## config.mk

```make
export PLATFORM = sky130hd
export DESIGN_NAME = ahb_regbank_bridge
export DESIGN_NICKNAME = d
export VERILOG_FILES = /design/src/rtl/regbr_pkg.sv /design/src/rtl/regbr_decode.sv /design/src/rtl/regbr_wait_timer.sv /design/src/rtl/regbr_resp_mux.sv /design/src/rtl/ahb_regbank_bridge.sv
export SDC_FILE = /design/constraint.sdc
export NUM_CORES = 1
export LEC_CHECK = 0
export BUFFER_PORTS_ARGS = -buffer_cell sky130_fd_sc_hd__buf_2
export CAP_MARGIN = 30
export CORE_AREA = 2 2 116 118
export CTS_CLUSTER_SIZE = 40
export DETAILED_ROUTE_END_ITERATION = 8
export DIE_AREA = 0 0 118 120
export GPL_TIMING_DRIVEN = 0
export PLACE_DENSITY = 0.63
export SYNTH_ARGS = -nofsm -noshare
export SYNTH_HDL_FRONTEND = slang
export SYNTH_SLANG_ARGS = --single-unit
```

## constraint.sdc

```tcl
create_clock -name clk -period 4.1 [get_ports clk]
set_input_delay 0.41 -clock clk [delete_from_list [all_inputs] [get_ports clk]]
set_output_delay 0.41 -clock clk [all_outputs]
set_load 0.02 [all_outputs]
```

## src/rtl/regbr_pkg.sv

```systemverilog
package regbr_pkg;

    typedef enum logic [1:0] {
        ST_IDLE = 2'd0,
        ST_BUSY = 2'd1,
        ST_ERR1 = 2'd2,
        ST_ERR2 = 2'd3
    } regbr_state_e;

    localparam logic [1:0] RESP_OKAY  = 2'b00;
    localparam logic [1:0] RESP_ERROR = 2'b01;
    localparam logic [2:0] SIZE_WORD  = 3'b010;

endpackage

```

## src/rtl/regbr_decode.sv

```systemverilog
module regbr_decode #(
    parameter int ADDR_W   = 32,
    parameter int NUM_MODS = 4,
    parameter int SEL_LO   = 10,
    parameter int SEL_W    = 6,
    parameter int IDX_W    = 8,
    localparam int MOD_W   = (NUM_MODS > 1) ? $clog2(NUM_MODS) : 1
) (
    input  logic [ADDR_W-1:0] haddr,
    input  logic [2:0]        hsize,
    input  logic              hmastlock,
    input  logic              supervisor,
    output logic [MOD_W-1:0]  mod_sel,
    output logic [IDX_W-1:0]  reg_idx,
    output logic              reject
);
    import regbr_pkg::*;

    logic [SEL_W-1:0] sel_field;
    logic             bad_size;
    logic             unmapped;
    logic             prot_deny;
    logic             unused_addr;

    assign sel_field   = haddr[SEL_LO +: SEL_W];
    assign reg_idx     = haddr[2 +: IDX_W];
    assign mod_sel     = sel_field[MOD_W-1:0];
    assign unused_addr = ^{haddr[ADDR_W-1:SEL_LO+SEL_W], haddr[1:0]};

    always_comb begin
        bad_size  = (hsize != SIZE_WORD);
        unmapped  = (sel_field >= SEL_W'(NUM_MODS));
        prot_deny = reg_idx[IDX_W-1] && !supervisor;
        reject    = bad_size || hmastlock || unmapped || prot_deny;
    end

endmodule

```

## src/rtl/regbr_wait_timer.sv

```systemverilog
module regbr_wait_timer #(
    parameter int LIMIT  = 16,
    localparam int CNT_W = $clog2(LIMIT + 1)
) (
    input  logic clk,
    input  logic rst_n,
    input  logic run,
    output logic expired
);
    logic [CNT_W-1:0] cnt_d, cnt_q;

    assign expired = run && (cnt_q == CNT_W'(LIMIT - 1));

    always_comb begin
        cnt_d = '0;
        if (run && !expired) begin
            cnt_d = cnt_q + 1'b1;
        end
    end

    always_ff @(posedge clk or negedge rst_n) begin
        if (!rst_n) begin
            cnt_q <= '0;
        end else begin
            cnt_q <= cnt_d;
        end
    end

    // the wait count never passes the limit
    a_r7_cnt_below_limit: assert property (@(posedge clk) disable iff (!rst_n)
        cnt_q < CNT_W'(LIMIT));

    // leaving the wait state clears the count
    a_r7_cnt_clears: assert property (@(posedge clk) disable iff (!rst_n)
        !run |=> cnt_q == '0);

endmodule

```

## src/rtl/regbr_resp_mux.sv

```systemverilog
module regbr_resp_mux #(
    parameter int NUM_MODS = 4,
    parameter int DATA_W   = 32,
    localparam int MOD_W   = (NUM_MODS > 1) ? $clog2(NUM_MODS) : 1
) (
    input  logic [MOD_W-1:0]           sel,
    input  logic [NUM_MODS-1:0]        mod_rdy,
    input  logic [NUM_MODS-1:0]        mod_err,
    input  logic [NUM_MODS*DATA_W-1:0] mod_rdata,
    output logic                       rdy_sel,
    output logic                       err_sel,
    output logic [DATA_W-1:0]          rdata_sel
);
    logic [NUM_MODS-1:0]             hit;
    logic [NUM_MODS-1:0][DATA_W-1:0] masked;

    for (genvar i = 0; i < NUM_MODS; i++) begin : g_mod
        assign hit[i]    = (sel == MOD_W'(i));
        assign masked[i] = hit[i] ? mod_rdata[i*DATA_W +: DATA_W] : '0;
    end

    assign rdy_sel = |(hit & mod_rdy);
    assign err_sel = |(hit & mod_err);

    always_comb begin
        rdata_sel = '0;
        for (int i = 0; i < NUM_MODS; i++) begin
            rdata_sel = rdata_sel | masked[i];
        end
    end

endmodule

```

## src/rtl/ahb_regbank_bridge.sv

```systemverilog
module ahb_regbank_bridge #(
    parameter int ADDR_W   = 32,
    parameter int DATA_W   = 32,
    parameter int NUM_MODS = 4,
    parameter int SEL_LO   = 10,
    parameter int SEL_W    = 6,
    parameter int IDX_W    = 8,
    parameter int TIMEOUT  = 16,
    localparam int MOD_W   = (NUM_MODS > 1) ? $clog2(NUM_MODS) : 1
) (
    input  logic                       clk,
    input  logic                       rst_n,
    input  logic                       supervisor,
    input  logic                       hsel,
    input  logic [ADDR_W-1:0]          haddr,
    input  logic [1:0]                 htrans,
    input  logic                       hwrite,
    input  logic [2:0]                 hsize,
    input  logic [2:0]                 hburst,
    input  logic [3:0]                 hprot,
    input  logic                       hmastlock,
    input  logic                       hready_in,
    input  logic [DATA_W-1:0]          hwdata,
    output logic                       hready_out,
    output logic [1:0]                 hresp,
    output logic [DATA_W-1:0]          hrdata,
    output logic [NUM_MODS-1:0]        mod_req,
    output logic                       mod_we,
    output logic [IDX_W-1:0]           mod_idx,
    output logic [DATA_W-1:0]          mod_wdata,
    input  logic [NUM_MODS-1:0]        mod_rdy,
    input  logic [NUM_MODS-1:0]        mod_err,
    input  logic [NUM_MODS*DATA_W-1:0] mod_rdata
);
    import regbr_pkg::*;

    typedef struct packed {
        regbr_state_e        st;
        logic [MOD_W-1:0]    sel;
        logic [IDX_W-1:0]    idx;
        logic                we;
        logic [NUM_MODS-1:0] req;
        logic                hready;
        logic [1:0]          hresp;
        logic [DATA_W-1:0]   rdata;
    } regs_t;

    localparam regs_t REGS_RST = '{
        st:     ST_IDLE,
        sel:    '0,
        idx:    '0,
        we:     1'b0,
        req:    '0,
        hready: 1'b1,
        hresp:  RESP_OKAY,
        rdata:  '0
    };

    regs_t r_d, r_q;

    logic [MOD_W-1:0]  dec_sel;
    logic [IDX_W-1:0]  dec_idx;
    logic              dec_reject;
    logic              rdy_sel;
    logic              err_sel;
    logic [DATA_W-1:0] rdata_sel;
    logic              wait_expired;
    logic              addr_phase;
    logic              in_busy;
    logic              unused_attr;

    assign unused_attr = ^{hburst, hprot};

    regbr_decode #(
        .ADDR_W   (ADDR_W),
        .NUM_MODS (NUM_MODS),
        .SEL_LO   (SEL_LO),
        .SEL_W    (SEL_W),
        .IDX_W    (IDX_W)
    ) i_decode (
        .haddr      (haddr),
        .hsize      (hsize),
        .hmastlock  (hmastlock),
        .supervisor (supervisor),
        .mod_sel    (dec_sel),
        .reg_idx    (dec_idx),
        .reject     (dec_reject)
    );

    regbr_resp_mux #(
        .NUM_MODS (NUM_MODS),
        .DATA_W   (DATA_W)
    ) i_resp_mux (
        .sel       (r_q.sel),
        .mod_rdy   (mod_rdy),
        .mod_err   (mod_err),
        .mod_rdata (mod_rdata),
        .rdy_sel   (rdy_sel),
        .err_sel   (err_sel),
        .rdata_sel (rdata_sel)
    );

    assign in_busy = (r_q.st == ST_BUSY);

    regbr_wait_timer #(
        .LIMIT (TIMEOUT)
    ) i_wait_timer (
        .clk     (clk),
        .rst_n   (rst_n),
        .run     (in_busy),
        .expired (wait_expired)
    );

    assign addr_phase = hsel && htrans[1] && hready_in;

    always_comb begin
        r_d = r_q;
        unique case (r_q.st)
            ST_IDLE, ST_ERR2: begin
                r_d.st     = ST_IDLE;
                r_d.hready = 1'b1;
                r_d.hresp  = RESP_OKAY;
                r_d.req    = '0;
                if (addr_phase) begin
                    r_d.rdata = '0;
                    if (dec_reject) begin
                        r_d.st     = ST_ERR1;
                        r_d.hready = 1'b0;
                        r_d.hresp  = RESP_ERROR;
                    end else begin
                        r_d.st     = ST_BUSY;
                        r_d.sel    = dec_sel;
                        r_d.idx    = dec_idx;
                        r_d.we     = hwrite;
                        r_d.req    = NUM_MODS'(1) << dec_sel;
                        r_d.hready = 1'b0;
                    end
                end
            end
            ST_BUSY: begin
                if (err_sel) begin
                    r_d.st    = ST_ERR1;
                    r_d.req   = '0;
                    r_d.hresp = RESP_ERROR;
                end else if (rdy_sel) begin
                    r_d.st     = ST_IDLE;
                    r_d.req    = '0;
                    r_d.hready = 1'b1;
                    r_d.hresp  = RESP_OKAY;
                    r_d.rdata  = r_q.we ? '0 : rdata_sel;
                end else if (wait_expired) begin
                    r_d.st    = ST_ERR1;
                    r_d.req   = '0;
                    r_d.hresp = RESP_ERROR;
                end
            end
            ST_ERR1: begin
                r_d.st     = ST_ERR2;
                r_d.hready = 1'b1;
                r_d.hresp  = RESP_ERROR;
            end
            default: r_d = REGS_RST;
        endcase
    end

    always_ff @(posedge clk or negedge rst_n) begin
        if (!rst_n) begin
            r_q <= REGS_RST;
        end else begin
            r_q <= r_d;
        end
    end

    assign hready_out = r_q.hready;
    assign hresp      = r_q.hresp;
    assign hrdata     = r_q.rdata;
    assign mod_req    = r_q.req;
    assign mod_we     = r_q.we;
    assign mod_idx    = r_q.idx;
    assign mod_wdata  = hwdata;

    // first error cycle is always followed by the completing one
    a_r10_err_second_cycle: assert property (@(posedge clk) disable iff (!rst_n)
        (!hready_out && hresp == RESP_ERROR) |=> (hready_out && hresp == RESP_ERROR));

    // split and retry codes never appear
    a_r10_no_split_retry: assert property (@(posedge clk) disable iff (!rst_n)
        !hresp[1]);

    // an ERROR with HREADY high is always preceded by HREADY low with ERROR
    a_r10_err_preceded: assert property (@(posedge clk) disable iff (!rst_n)
        (hready_out && hresp == RESP_ERROR) |-> $past(!hready_out && hresp == RESP_ERROR));

    // a size other than word never reaches a module
    a_r3_size_no_req: assert property (@(posedge clk) disable iff (!rst_n)
        (hready_out && hsel && htrans[1] && hready_in && hsize != SIZE_WORD) |=> mod_req == '0);

    // a locked transfer never reaches a module
    a_r4_lock_no_req: assert property (@(posedge clk) disable iff (!rst_n)
        (hready_out && hsel && htrans[1] && hready_in && hmastlock) |=> mod_req == '0);

    // no transfer means a zero-wait OKAY and no request
    a_r9_idle_zero_wait: assert property (@(posedge clk) disable iff (!rst_n)
        (hready_out && !(hsel && htrans[1] && hready_in))
        |=> (hready_out && hresp == RESP_OKAY && mod_req == '0));

    // a module error drops the request and starts the error response
    a_r6_err_passed: assert property (@(posedge clk) disable iff (!rst_n)
        (mod_req != '0 && |(mod_req & mod_err))
        |=> (mod_req == '0 && !hready_out && hresp == RESP_ERROR));

    // at most one module is asked at a time, and only while HREADY is low
    a_r2_req_onehot: assert property (@(posedge clk) disable iff (!rst_n)
        $onehot0(mod_req) && (mod_req == '0 || !hready_out));

    // a waiting request stays on the same module until it ends
    a_r7_req_stable: assert property (@(posedge clk) disable iff (!rst_n)
        (mod_req != '0 && (mod_req & (mod_rdy | mod_err)) == '0 && !wait_expired)
        |=> $stable(mod_req));

endmodule

```

# == Yosys cells after proc, flatten, opt, wreduce, memory -nomap -nowiden ==
# Cells that the tools add are included.
# op_classes
mux,27
n_addsub,1
eq_ne,12
n_bitwise,6
n_reduce_logical,20
order_cmp,1
shift,1
# op_table
cell,n
32-bit two-way mux,7
32-bit OR,3
32-bit case mux with 2 select lines,1
52-bit two-way mux,1
15-bit two-way mux,1
2-bit two-way mux,7
4-bit two-way mux,3
3-bit case mux with 3 select lines,1
4-bit bitwise AND,2
"2-bit == test, second input constant",4
4-bit case mux with 2 select lines,1
4-bit OR reduction,2
"6-bit by 3-bit >= comparator with 1-bit output, second input constant",1
"2-bit != test, second input constant",3
2-bit case mux with 3 select lines,1
"5-bit by 1-bit adder with 5-bit output, second input constant",1
"5-bit by 4-bit == test with 1-bit output, second input constant",1
1-bit logical AND,5
5-bit two-way mux,1
"2-bit by 1-bit == test with 1-bit output, second input constant",2
2-bit logical NOT,2
"4-bit != test, second input constant",1
2-bit AND reduction,2
4-bit AND reduction,1
other kinds (9),14
# word_totals
out_inout_bits,80
register_bits,57
input_bits,219
elab_cells,77

# == Longest topological paths before layout ==
# Gate-level depths: netlist of run 1.
# depth
word_depth,9
depth_mapped,8
mapped_depth_nobuf,7

# == Modules after synthesis ==
# From an unflattened synthesis of run 1, not the netlist that was laid out.
# hier_totals
cells_unflattened,359
area_unflattened_um2,3891.2
# by_module_without_submodules
module,seq_area_each_um2,instances,cells_each,area_per_inst_um2
ahb_regbank_bridge,1252.5,1,282,2677.6
regbr_resp_mux,0.0,1,42,872.1
regbr_wait_timer,125.1,1,21,234.0
regbr_decode,0.0,1,14,107.6

# == Worst setup path before layout of run 1 ==
# No wires, ideal clock.
# synth_path
path_kind,input port to flip-flop
from,in hsize[0]
to,"reg r_q, in the netlist mod_idx[0]"
arrival_ns,2.004
path_slack_ns,1.971
required_ns,3.975
path_stages,5
n_path_buf,2
setup_ns,0.125
cell_sequence,or4_4 > or4_4 > buf_6 > buf_12 > mux2_4
# synth_between
elab_chain_len,6
# synth_lines
item,line,text
from (decl),ahb_regbank_bridge.sv:18,"input logic [2:0] hsize,"
3-bit by 2-bit != test with 1-bit output,regbr_decode.sv:31,bad_size = (hsize != SIZE_WORD);
1-bit logical OR (3 in series),regbr_decode.sv:34,reject = bad_size || hmastlock || unmapped || prot_deny;
1-bit NOT (no line),-,
3-bit AND reduction (no line),-,
to (signal assigned),ahb_regbank_bridge.sv:170,r_q <= r_d;
to (decl),ahb_regbank_bridge.sv:59,"regs_t r_d, r_q;"
# No other way between the ends.
# A chain may end at the register's enable or synchronous reset.

# == Worst setup path after layout of run 1 ==
# layout_path
from,reg r_q[49] (netlist bit)
to,"reg r_q, in the netlist hrdata[2]"
# layout_between
elab_chain_len,9
word_cells_on_any_way,22
cone_classes,5 x eq/ne; 8 x mux; 5 x bitwise; 4 x reduce/logical
# layout_lines
item,line,text
2-bit by 1-bit == test with 1-bit output / 2-bit logical NOT (equally long branches),regbr_resp_mux.sv:18,assign hit[i] = (sel == MOD_W'(i));
32-bit two-way mux,regbr_resp_mux.sv:19,assign masked[i] = hit[i] ? mod_rdata[i*DATA_W +: DATA_W] : '0;
32-bit OR (3 in series),regbr_resp_mux.sv:28,rdata_sel = rdata_sel | masked[i];
32-bit two-way mux,ahb_regbank_bridge.sv:150,r_d.rdata = r_q.we ? '0 : rdata_sel;
32-bit two-way mux,ahb_regbank_bridge.sv:145,end else if (rdy_sel) begin
32-bit two-way mux,ahb_regbank_bridge.sv:141,if (err_sel) begin
32-bit case mux with 2 select lines,ahb_regbank_bridge.sv:118,unique case (r_q.st)
# Parallel ways exist; a longest one is shown, timed or not. The select of a mux whose other input is x is not followed.

==> results of run 1 <==
==> final cells by class <==
type	count	area [um2]
fillers	1289	7480
multi-input cells	158	1810
flip-flops and latches	55	1380
repair buffers	240	1220
plain buffers	96	693
well taps	176	220
clock buffers	5	125
clock inverters	3	26.3
inverters	7	26.3
==> cell families after synthesis <==
family | Yosys count | synth area share
AO/OA/AOI/OAI | 16 | 0.0279
XOR/XNOR | 2 | 0.00448
adder cells (fa/ha/maj) | 4 | 0.0128
buffers and inverters | 103 | 0.184
flip-flops | 55 | 0.353
multiplexers | 77 | 0.327
other | 1 | 0.000960
AND/OR/NAND/NOR | 58 | 0.0906
==> flip-flops by register name (all words and copies together), names as in the netlist <==
signal              cells
hready_out              1
i_wait_timer.cnt_q      5
hresp                   1
r_q                     3
hrdata                 32
mod_idx                 8
mod_we                  1
mod_req                 4
==> routing by layer <==
layer / up-vias / part of all wire / global-route usage
met3: 5 / 0.059 / 0.0309
li1: 1545 / - / -
met4: 0 / 0.0071 / 0.0279
met5: - / 0 / 0
met1: 1562 / 0.40 / 0.169
met2: 131 / 0.54 / 0.262
==> path summary, 6_finish.rpt <==
| check | start | endpoint | depth (start not counted) |
|---|---|---|---|
| worst max-delay path | r_q[49] | hrdata[2] | 6 |
| worst min-delay path | rst_n | hrdata[26] | 1 |
| worst max register to register | r_q[49] | hrdata[2] | 6 |
| worst min register to register | i_wait_timer.cnt_q[0] | i_wait_timer.cnt_q[0] | 1 |
| max in group asynchronous | rst_n | hready_out | 2 |
| min in group clk | haddr[2] | mod_idx[0] | 2 |
==> power by group <==
| part | switching [W] | total, W | internal (W) |
|---|---|---|---|
| clock network | 0.000207 | 0.000439 | 0.000232 |
| registers | 0.00000489 | 0.000556 | 0.000551 |
| logic | 0.000108 | 0.000256 | 0.000148 |
| total | 0.000319 | 0.00125 | 0.000932 |
==> metrics by stage <==
stage               setup WS (ns)  hold WS [ns]  instances  cell area [um2]
floorplan                    1.97         0.114        316             3910
global placement             1.38         0.445        731             5320
detailed placement           1.31         0.447        732             5340
CTS                          1.32         0.127        740             5500
global route                 1.27         0.153        740             5500
finish                       1.49         0.114        740             5500
==> cells in the final DEF, fill, tap and decap left out, types with 2 or more instances in the layout <==
master	instances
a21oi_1	2
buf_12	2
buf_2	243
buf_4	81
clkbuf_1	8
clkbuf_16	5
dfrtp_1	54
ha_1	4
inv_1	7
inv_6	2
mux2_2	35
mux2_4	7
mux4_2	34
nand2_1	5
nand2b_1	4
nor2_1	5
nor2b_1	34
o21ai_0	6
o41ai_1	4
or4_4	2
==> impl_metrics.env, run 1 <==
export IMPL_cts_resized_gates=0
export IMPL_ys_seq_area_frac=0.353
export IMPL_rsz0062_at_grt="false"
export IMPL_vias=3243
export IMPL_start_util=0.301
export IMPL_die_area_mm2=0.0142
export IMPL_rows=42
export IMPL_synth_seq_cells=55
export IMPL_min_period_ns=2.61
export IMPL_synth_cell_types=37
export IMPL_syn_nets=539
export IMPL_path_delay_family="buffers and inverters"
export IMPL_area_growth_pct=40.6
export IMPL_grt_pass1_vias=3231
export IMPL_status="complete, no violations"
export IMPL_drc_errors=0
export IMPL_skew_ns=0.00728
export IMPL_post_route_period_util=0.636
export IMPL_synth_common_cells="buf_4, dfrtp_1, mux2_2, mux4_2, nor2b_1"
export IMPL_max_cap_violations=0
export IMPL_insertedDiodeCount=0
export IMPL_synth_edff_count=0
export IMPL_die_h_um=120
export IMPL_rrSetupSlack_ns=1.49
export IMPL_final_core_util=0.423
export IMPL_clockBufferDepth=2
export IMPL_worstPathArrival_ns=2.79
export IMPL_p_leak_nw=2.94
export IMPL_numPortBuffers=239
export IMPL_routed_wl_mm=10.4
export IMPL_grt_max_degree=33
export IMPL_hold_violations=0
export IMPL_min_path_type="in2async"
export IMPL_fmax_ghz=0.383
export IMPL_grt_ovfl_total=0
export IMPL_clock_latency_ns=0.30
export IMPL_slew_violations=0
export IMPL_cp_slowest_cell="clkbuf_1"
export IMPL_critPathMaxFanout=10
export IMPL_crit_type="reg2reg"
export IMPL_synth_most_common_cell="buf_4"
export IMPL_grt_pass1_wl_mm=15.9
export IMPL_cts_tree="yes"
export IMPL_power_density_mw_per_mm2=228
export IMPL_cts_root_buffer="clkbuf_16"
export IMPL_required_ns=4.28
export IMPL_wl_per_cell_um=14.1
export IMPL_yosysTopAreaCellShare=0.346
export IMPL_vias_per_cell=4.38
export IMPL_grt_use_total=0.142
export IMPL_die_w_um=118
export IMPL_yosysWarnings=0
export IMPL_cts_setup_buffers=0
export IMPL_ys_flop_type="dfrtp_1"
export IMPL_path_buf_inv=2
export IMPL_drive_gt1_frac=0.736
export IMPL_yosysTopAreaCell="dfrtp_1"
export IMPL_ir_drop_uv=173
export IMPL_core_area_mm2=0.0130
export IMPL_nets=786
export IMPL_antenna_found_initial=0
export IMPL_crit_chain="clkbuf_1 -> mux4_2 -> nand2b_1 -> a21oi_2 -> buf_4 -> mux2_2"
export IMPL_async_flop_share=1.00
export IMPL_cp_end_kind="flop"
export IMPL_cts_sinks=55
export IMPL_cts_clk_slew_worst_paths_ns=0.07
export IMPL_hpwl_mm=8.74
export IMPL_cts_made_buffers=5
export IMPL_synth_area_per_cell_um2=12.4
export IMPL_synth_area_mm2=0.00391
export IMPL_holdBufCountCts=0
export IMPL_setup_worst_path_start_class="flop"
export IMPL_setup_viol=0
export IMPL_finalPower_w=0.00125
export IMPL_num_io_pins=299
export IMPL_first_iter_violations=55
export IMPL_cp_slowest_stage_delay_ns=0.56
export IMPL_syn_inst=316
export IMPL_tightest_slew_ns=0.734
export IMPL_setup_tns_ns=0
export IMPL_synth_area_top_cells="dfrtp_1, mux4_2, buf_4, mux2_2, nor2b_1"
export IMPL_drt_first_pass_iters=4
export IMPL_slew_headroom=0.511
export IMPL_gp_congestion=0.737
export IMPL_drtAntennaViolNets=0
export IMPL_htree_levels=2
Note: power is estimated with default switching activity, not from simulation.
==> run 2: changes to the inputs <==
--- a/config.mk
+++ b/config.mk
@@ -7,12 +7,12 @@
 export LEC_CHECK = 0
 export BUFFER_PORTS_ARGS = -buffer_cell sky130_fd_sc_hd__buf_2
 export CAP_MARGIN = 30
-export CORE_AREA = 2 2 116 118
+export CORE_AREA = 2 2 117 119
 export CTS_CLUSTER_SIZE = 40
 export DETAILED_ROUTE_END_ITERATION = 8
-export DIE_AREA = 0 0 118 120
+export DIE_AREA = 0 0 119 121
 export GPL_TIMING_DRIVEN = 0
-export PLACE_DENSITY = 0.63
+export PLACE_DENSITY = 0.62
 export SYNTH_ARGS = -nofsm -noshare
 export SYNTH_HDL_FRONTEND = slang
 export SYNTH_SLANG_ARGS = --single-unit
==> constraint.sdc (replaced) <==
create_clock -name clk -period 2.5 [get_ports clk]
set_input_delay 0.25 -clock clk [delete_from_list [all_inputs] [get_ports clk]]
set_output_delay 0.25 -clock clk [all_outputs]
set_load 0.02 [all_outputs]
==> impl_metrics.env, run 2 (synthesis gave the netlist of run 1 again) <==
export IMPL_cp_end_kind="flop"
export IMPL_first_iter_violations=99
export IMPL_area_growth_pct=41.1
export IMPL_p_comb_frac=0.206
export IMPL_final_cell_mix="buf_2, buf_4, dfrtp_1, mux2_2"
export IMPL_path_delay_family="multiplexers"
export IMPL_htree_levels=2
export IMPL_cts_sinks=55
export IMPL_die_w_um=119
export IMPL_hpwl_mm=8.90
export IMPL_whs_ns=0.169
export IMPL_required_ns=2.68
export IMPL_gp_congestion=0.804
export IMPL_swShare=0.260
export IMPL_cts_clk_slew_worst_paths_ns=0.08
export IMPL_hold_violations=0
export IMPL_fmax_ghz=0.424
export IMPL_power_density_mw_per_mm2=373
export IMPL_p_leak_nw=2.94
export IMPL_largest_register_ffs=32
export IMPL_grt_max_degree=35
export IMPL_max_cap_violations=0
export IMPL_antenna_found_initial=0
export IMPL_cp_slowest_cell="mux4_2"
export IMPL_insertedDiodeCount=0
export IMPL_worstPathArrival_ns=2.54
export IMPL_status="complete, no violations"
export IMPL_p_sw_w=0.000534
export IMPL_die_h_um=121
export IMPL_cts_root_buffer="clkbuf_16"
export IMPL_crit_type="reg2reg"
export IMPL_rsz0062_at_grt="false"
export IMPL_die_area_mm2=0.0144
export IMPL_skew_ns=0.0103
export IMPL_cts_made_buffers=5
export IMPL_critPathMaxFanout=10
export IMPL_fin_area_mm2=0.00552
export IMPL_min_period_ns=2.36
export IMPL_path_common_cell="buf_4"
export IMPL_vias=3279
export IMPL_drc_errors=0
export IMPL_setup_viol=0
export IMPL_start_util=0.299
export IMPL_path_buf_inv=2
export IMPL_numPortBuffers=239
export IMPL_p_clk_frac=0.351
export IMPL_internal_power_w=0.00152
export IMPL_ir_drop_uv=264
export IMPL_layout_setup_ws_ns=0.140
export IMPL_drt_first_pass_iters=4
export IMPL_place_worst_setup_slack_ns=-0.124
export IMPL_slew_headroom=0.562
export IMPL_drtAntennaViolNets=0
export IMPL_setup_worst_path_start_class="flop"
export IMPL_nets=786
export IMPL_grt_ovfl_total=0
export IMPL_cts_tree="yes"
export IMPL_rows=42
export IMPL_layout_commonest_cell="buf_2"
export IMPL_crit_chain="buf_4 -> mux4_2 -> nand2b_1 -> a21oi_4 -> buf_4 -> mux2_2"
export IMPL_grt_use_total=0.151
export IMPL_clockBufferDepth=2
export IMPL_clock_latency_ns=0.30
export IMPL_slew_violations=0
export IMPL_min_path_type="in2reg"
export IMPL_sequentialPowerShare=0.443
export IMPL_vias_per_cell=4.43
export IMPL_grt_pass1_vias=3390
export IMPL_num_io_pins=299
export IMPL_drive_gt1_frac=0.738
export IMPL_wl_per_cell_um=14.6
export IMPL_grt_pass1_wl_mm=17.0
export IMPL_core_area_mm2=0.0131
export IMPL_routed_wl_mm=10.8
export IMPL_setup_tns_ns=0
export IMPL_cp_slowest_stage_delay_ns=0.57
export IMPL_tightest_slew_ns=0.656
export IMPL_place_area_mm2=0.00534
export IMPL_post_route_period_util=0.944
[run 2: cell count changes in the layout (fill, tap and decap cells not counted), sizes merged]
cell	delta
clkinv	+1
clkbuf	-1
inv	-2
clkinvlp	+1
dlygate4sd3	+1
[run 2: per-stage QoR]
step,power (W),utilization,std cells
2_1_floorplan,0.00115,-,316
3_3_place_gp,0.00134,0.407,731
3_5_place_dp,0.00136,0.408,732
4_1_cts,0.00211,0.421,740
5_1_grt,0.00217,0.421,740
6_report,0.00206,0.421,740
[run 2: timing repair]
| action | in CTS | in global routing |
|---|---|---|
| endpoints found under the setup margin | 30 | 6 |
| resized for setup | 2 | 1 |
| setup buffers | 0 | 0 |
| endpoints found under the hold margin | 21 | 0 |
| hold buffers | 1 | 0 |
[run 2: metal layers]
layer / wire length [um] / GRT usage / vias to the layer above / share of wire
met1: 4420 / 0.182 / 1585 / 0.41
met2: 5600 / 0.278 / 145 / 0.52
met3: 641 / 0.0230 / 11 / 0.059
met5: 0 / 0 / - / 0
met4: 160 / 0.0476 / 0 / 0.015
li1: - / - / 1538 / -
[run 2: power groups by stage]
stage	Combinational [W]	Clock [W]	Sequential [W]
2_1_floorplan	0.000223	0	0.000928
3_3_place_gp	0.000416	0	0.000928
3_5_place_dp	0.000430	0	0.000929
4_1_cts	0.000433	0.000764	0.000912
5_1_grt	0.000462	0.000797	0.000914
6_report	0.000425	0.000722	0.000912
[run 2: path summary, 6_finish.rpt]
kind,start,endpoint,slack (ns),depth (start not counted)
max in group asynchronous,rst_n,hready_out,1.40,3
setup reg to reg,r_q[48],hrdata[6],0.14,6
hold reg to reg,i_wait_timer.cnt_q[0],i_wait_timer.cnt_q[0],0.48,1
hold / removal,haddr[10],mod_req[0],0.17,2
min in group asynchronous,rst_n,mod_we,0.47,2
setup / recovery,r_q[48],hrdata[6],0.14,6
[run 2: area by class of cell]
cell class	instances	area, um2
Fill cell	1270	7570
Multi-Input combinational cell	158	1820
Sequential cell	55	1380
Timing Repair Buffer	241	1230
Buffer	95	692
Tap cell	176	220
Clock buffer	5	125
Inverter	7	26.3
Clock inverter	3	25.0
